**src/rtl/gds_pkg.sv**
```systemverilog
package gds_pkg;
  typedef enum logic [2:0] {
    SQ_RUN     = 3'd0,
    SQ_MAIN_DN = 3'd1,
    SQ_REF_DN  = 3'd2,
    SQ_SLEEP   = 3'd3,
    SQ_OSC_UP  = 3'd4,
    SQ_REF_UP  = 3'd5
  } seq_e;
endpackage

```
**src/rtl/gds_sync.sv**
```systemverilog
module gds_sync #(
  parameter int   STAGES  = 2,
  parameter logic RST_VAL = 1'b0
) (
  input  logic clk,
  input  logic rst,
  input  logic d,
  output logic q
);
  logic [STAGES-1:0] sh;

  always_ff @(posedge clk) begin
    if (rst) sh <= {STAGES{RST_VAL}};
    else     sh <= {sh[STAGES-2:0], d};
  end

  assign q = sh[STAGES-1];
endmodule

```
**src/rtl/gds_div_core.sv**
```systemverilog
module gds_div_core #(
  parameter int NW = 8
) (
  input  logic          clk,
  input  logic          rst,
  input  logic          want,
  input  logic [NW-1:0] n,
  output logic          q,
  output logic          idle
);
  localparam logic [NW-1:0] NMIN = NW'(2);
  localparam logic [NW-1:0] ONE  = NW'(1);

  logic [NW-1:0] n_lat, cnt, cnt_nx, half;
  logic          running, q_nx;

  always_comb begin
    half   = {1'b0, n_lat[NW-1:1]} + {{(NW-1){1'b0}}, n_lat[0]};
    cnt_nx = (cnt == n_lat - ONE) ? '0 : cnt + ONE;
    q_nx   = (cnt_nx < half);
  end

  always_ff @(posedge clk) begin
    if (rst) begin
      running <= 1'b0;
      cnt     <= '0;
      q       <= 1'b0;
      n_lat   <= NMIN;
    end else if (!running) begin
      cnt <= '0;
      q   <= 1'b0;
      if (want) begin
        running <= 1'b1;
        q       <= 1'b1;
        n_lat   <= (n < NMIN) ? NMIN : n;
      end
    end else if (!want && (!q || !q_nx)) begin
      // stop only on a low level or at the natural falling edge
      running <= 1'b0;
      cnt     <= '0;
      q       <= 1'b0;
    end else begin
      cnt <= cnt_nx;
      q   <= q_nx;
    end
  end

  assign idle = !running;
endmodule

```
**src/rtl/gds_ref_core.sv**
```systemverilog
module gds_ref_core (
  input  logic clk,
  input  logic rst,
  input  logic want,
  output logic r,
  output logic drv,
  output logic stopped
);
  always_ff @(posedge clk) begin
    if (rst) begin
      r   <= 1'b0;
      drv <= 1'b0;
    end else if (want) begin
      if (!drv) begin
        drv <= 1'b1;   // drive low for one cycle before toggling
        r   <= 1'b0;
      end else begin
        r <= ~r;
      end
    end else begin
      r   <= 1'b0;
      drv <= r;        // release one cycle after the last low
    end
  end

  assign stopped = !drv;
endmodule

```
**src/rtl/gated_divider_seq.sv**
```systemverilog
module gated_divider_seq
  import gds_pkg::*;
#(
  parameter int NW          = 8,
  parameter int SYNC_STAGES = 2
) (
  input  logic          clk,
  input  logic          rst,
  input  logic          oe_async,
  input  logic          pdn_n_async,
  input  logic [NW-1:0] div_n,
  input  logic          ref_off,
  output logic          div_out,
  output logic          ref_out,
  output logic          div_drive,
  output logic          ref_drive,
  output logic          osc_run
);
  logic oe_s, pdn_n_s, pd_req;
  logic main_want, ref_want, main_idle, ref_stopped;
  seq_e state, state_nx;

  gds_sync #(.STAGES(SYNC_STAGES), .RST_VAL(1'b0)) u_sync_oe (
    .clk(clk), .rst(rst), .d(oe_async), .q(oe_s)
  );
  gds_sync #(.STAGES(SYNC_STAGES), .RST_VAL(1'b1)) u_sync_pd (
    .clk(clk), .rst(rst), .d(pdn_n_async), .q(pdn_n_s)
  );

  assign pd_req    = !pdn_n_s;
  assign main_want = (state == SQ_RUN) && oe_s;
  assign ref_want  = ((state == SQ_RUN) || (state == SQ_MAIN_DN) ||
                      (state == SQ_REF_UP)) && !ref_off;

  always_comb begin
    state_nx = state;
    case (state)
      SQ_RUN:     if (pd_req)      state_nx = SQ_MAIN_DN;
      SQ_MAIN_DN: if (main_idle)   state_nx = SQ_REF_DN;
      SQ_REF_DN:  if (ref_stopped) state_nx = SQ_SLEEP;
      SQ_SLEEP:   if (!pd_req)     state_nx = SQ_OSC_UP;
      SQ_OSC_UP:                   state_nx = SQ_REF_UP;
      SQ_REF_UP:                   state_nx = SQ_RUN;
      default:                     state_nx = SQ_RUN;
    endcase
  end

  always_ff @(posedge clk) begin
    if (rst) begin
      state     <= SQ_RUN;
      osc_run   <= 1'b1;
      div_drive <= 1'b1;
    end else begin
      state     <= state_nx;
      osc_run   <= (state_nx != SQ_SLEEP);
      div_drive <= (state_nx == SQ_RUN) || (state_nx == SQ_MAIN_DN);
    end
  end

  gds_div_core #(.NW(NW)) u_div (
    .clk(clk), .rst(rst), .want(main_want), .n(div_n),
    .q(div_out), .idle(main_idle)
  );

  gds_ref_core u_ref (
    .clk(clk), .rst(rst), .want(ref_want),
    .r(ref_out), .drv(ref_drive), .stopped(ref_stopped)
  );
endmodule

```
**config.mk**
```make
export PLATFORM = sky130hd
export DESIGN_NAME = gated_divider_seq
export DESIGN_NICKNAME = d
export VERILOG_FILES = /design/src/rtl/gds_pkg.sv /design/src/rtl/gds_sync.sv /design/src/rtl/gds_div_core.sv /design/src/rtl/gds_ref_core.sv /design/src/rtl/gated_divider_seq.sv
export SDC_FILE = /design/constraint.sdc
export NUM_CORES = 1
export LEC_CHECK = 0
export ABC_AREA = 1
export ABC_CLOCK_PERIOD_IN_PS = 4850
export BUFFER_PORTS_ARGS = -buffer_cell sky130_fd_sc_hd__buf_2
export CAP_MARGIN = 20
export CORE_MARGIN = 2
export CORE_UTILIZATION = 56
export CTS_CLUSTER_SIZE = 40
export DETAILED_ROUTE_END_ITERATION = 8
export PLACE_DENSITY = 0.75
export SYNTH_ARGS = -nofsm -noshare
export SYNTH_HDL_FRONTEND = slang
export SYNTH_SLANG_ARGS = --single-unit
```
**constraint.sdc**
```tcl
create_clock -name clk -period 4.85 [get_ports clk]
set_input_delay 0.485 -clock clk [delete_from_list [all_inputs] [get_ports clk]]
set_output_delay 0.485 -clock clk [all_outputs]
set_load 0.1 [all_outputs]
```
==> impl_metrics.yaml <==
routing:
  top_layer_used: "met4"
  drt_wl_total_mm: 3.61
  vias_per_cell: 4.91
  first_pass_iters: 5
  vias: 1600
  drc: 0
  wl_met1_mm: 1.74
  wl_met3_microns: 169
  wl_per_cell_microns: 11.1
  ant_nets: 0
  first_iter_violations: 78
  wl_met2_mm: 1.66
timing:
  tns_ps: 0
  min_period_ps: 2820
  fmax_mhz: 354
  setup_viol: 0
  worst_slew_pin_slew_ps: 487
  grt_setup_unrepaired: "false"
  worst_slack_ps: 2030
  slew_violations: 0
  skew_ps: 11.8
  post-route-period-util_pct: 58.2
  hold_viol: 0
  slew_headroom_pct: 67.7
clock_tree:
  cts_sinks: 29
  cts_hold_buf: 0
  insertion_delay_ps: 320
  numCtsBuffers: 5
  cts.htree.levels: 2
  clockRootBuffer: "clkbuf_4"
  clk_pin_slew_ps: 90
  cts_buffer_depth: 2
  postCtsSetupRepairBufs: 0
  cts_resized: 0
  tritoncts: "done"
layout:
  fin_nets: 305
  multi_input_area_sq_um: 988
  syn2layout_area_growth_pct: 10.3
  diodes: 0
  final-instance-count-excl-fill: 326
  fin_util_pct: 64.7
  seqCellArea_sq_um: 581
  drive_gt1_share_pct: 18.4
  nFillCells: 306
status:
  status: "finished, final reports clean"
global_routing:
  grt_pass1_vias: 1488
  grt_usage_pct: 22.6
  grt_max_degree: 14
  antenna_found_initial: 0
  overflow: 0
  grt_pass1_wl_mm: 6.14
yosys:
  synthAdderAreaFrac_pct: 7.69
  synth_top_area_cell: "dfxtp_1"
  synth_edf_count: 0
  synth_area_leaders: "dfxtp_1, nand2_1, inv_1"
  ys_seq_area_share_pct: 32.4
  synth_top_family_by_area: "simple AND/OR/NAND/NOR gates"
  synth_top_area_share_pct: 32.4
  ys_top_cells_by_count: "nand2_1, inv_1, dfxtp_1, nor2_1, nand3_1"
  syn-num-nets: 287
  muxShareOfSynthArea_pct: 0
  synthSimpleGateAreaFrac_pct: 33.1
  synth_cells: 263
  synth_compound_area_share_pct: 9.08
  yosys_warnings: 0
  synth_cell_type_count: 33
  ys_ff_latch: 29
  synth_xor_area_share_pct: 5.31
  syn_avg_cell_area_sq_um: 6.81
  synth_flop_cell: "dfxtp_1"
  syn_area_sq_mm: 0.00179
  yosys.cell_count.top_type: "nand2_1"
  synth-async-reset-ratio_pct: 0
place:
  dp.cells: 318
  pre_cts_ws_ps: 2030
  gp_congestion: 0.893
  port_buffers: 17
  dp_hpwl_mm: 2.93
setup_path:
  cp_cell_sequence: "inv_2 -> ha_1 -> inv_1 -> nand2_1 -> nand2_1 -> nor2_1 -> nand3_1 -> a21oi_2 -> nand3_2 -> nand3_1 -> inv_1 -> ha_1 -> a21oi_1 -> nor2_1 -> a211oi_1 -> nand3_2 -> nand2_2 -> nand2_4 -> nor2_2"
  critPathMaxStageDelay_ps: 410
  critPathCaptureType: "register"
  arrival_ps: 3090
  path_max_fanout: 9
  cp_slowest_cell: "dfxtp_1"
  startpoint_type: "register"
  path_class: "register to register"
  required_ps: 5110
pwr:
  clkPwrFrac_pct: 37.3
  power.switching_uw: 147
  ir_drop_v: 0.000239
  finalPower_uw: 544
  swShare_pct: 27.0
  power_density_mw_per_mm2: 275
  comb_power_share_pct: 15.5
  leakage_nw: 0.968
  p_int_uw: 397
  seq_power_share_pct: 47.2
floorplanning:
  rows: 20
  io_pins: 18
  core-area_sq_mm: 0.00305
  fp.dieArea_sq_mm: 0.00367
  initial_core_util_pct: 58.6
  die_width_microns: 60.5
  die_y_microns: 60.5
flow_run:
  cap_violations: 0
hold_path:
  min-delay-path-class: "input pin to register"
## power groups by stage
stage / sequential, mW / combinational (mW) / clock (mW)
after floorplan: 0.272 / 0.0565 / 0
after global placement: 0.262 / 0.0827 / 0
final: 0.257 / 0.0841 / 0.203
after detailed placement: 0.262 / 0.0834 / 0
after CTS: 0.257 / 0.0839 / 0.206
after global routing: 0.258 / 0.0942 / 0.217
## cells by family (layout without fill, tap and decap cells)
family          count (synthesis)  after routing
compound gates                 28             28
xor+xnor                       10             10
fa+ha+maj                      11             11
buf+inv                        54             73
flops                          29             29
simple gates                  131            131
## final cells by class
type                       count  share of cell area (%)
timing repair buffer          17                    4.31
sequential                    29                    29.4
multi-input combinational    180                    50.1
inverter                      48                    9.13
clock inverter                 1                    1.52
tap                           44                    2.79
clock buffer                   7                    2.79
## sequential cells by signal (all words and copies together) (netlist names), 2 cells and up
name and count:
u_sync_pd.sh 2, u_div.n_lat 8, u_sync_oe.sh 2, u_div.cnt 8, state 3
## worst max-delay path, delay by kind of cell, from the launching register on
kind / cells / cell delay, ps
AOI/OAI and AO/OA: 3 / 540
and+or+nand+nor: 11 / 980
DFF: 1 / 410
adders and majority gates: 2 / 620
buffers and inverters: 3 / 190
## cells in the final DEF, fill, tap and decap left out, drive strengths merged, types with 2 or more instances in the layout
master,n
dfxtp,29
nor2,38
buf,17
inv,48
o21ai,9
or2,2
nand3,16
nand2,65
a21oi,12
nor4,2
xor2,7
clkbuf,7
nor3,6
ha,11
xnor2,3
## per-stage QoR
step / hold slack, ps / instance area (sq um)
after floorplan: 388 / 1790
after global placement: 391 / 1890
after detailed placement: 396 / 1890
after CTS: 344 / 1970
after global routing: 335 / 1970
final: 358 / 1970
## metal layers
layer  track usage [%]  vias to the layer above
li1                  -                      859
met1              28.8                      692
met2              37.6                       43
met3              5.97                        6
met4              7.45                        0
met5                 0                        -
## worst paths after layout
path / startpoint / to / slack (ps) / cells after the start
worst max-delay path: u_div.n_lat[0]$_SDFFE_PP0P_ / u_div.cnt[3]$_SDFF_PP0_ / 2030 / 19
worst min-delay path: pdn_n_async / u_sync_pd.sh[0]$_SDFF_PP1_ / 360 / 2
worst max register to register: u_div.n_lat[0]$_SDFFE_PP0P_ / u_div.cnt[3]$_SDFF_PP0_ / 2030 / 19
worst min register to register: u_sync_oe.sh[0]$_SDFF_PP0_ / u_sync_oe.sh[1]$_SDFF_PP0_ / 410 / 2
(Power assumes the default switching activity.)
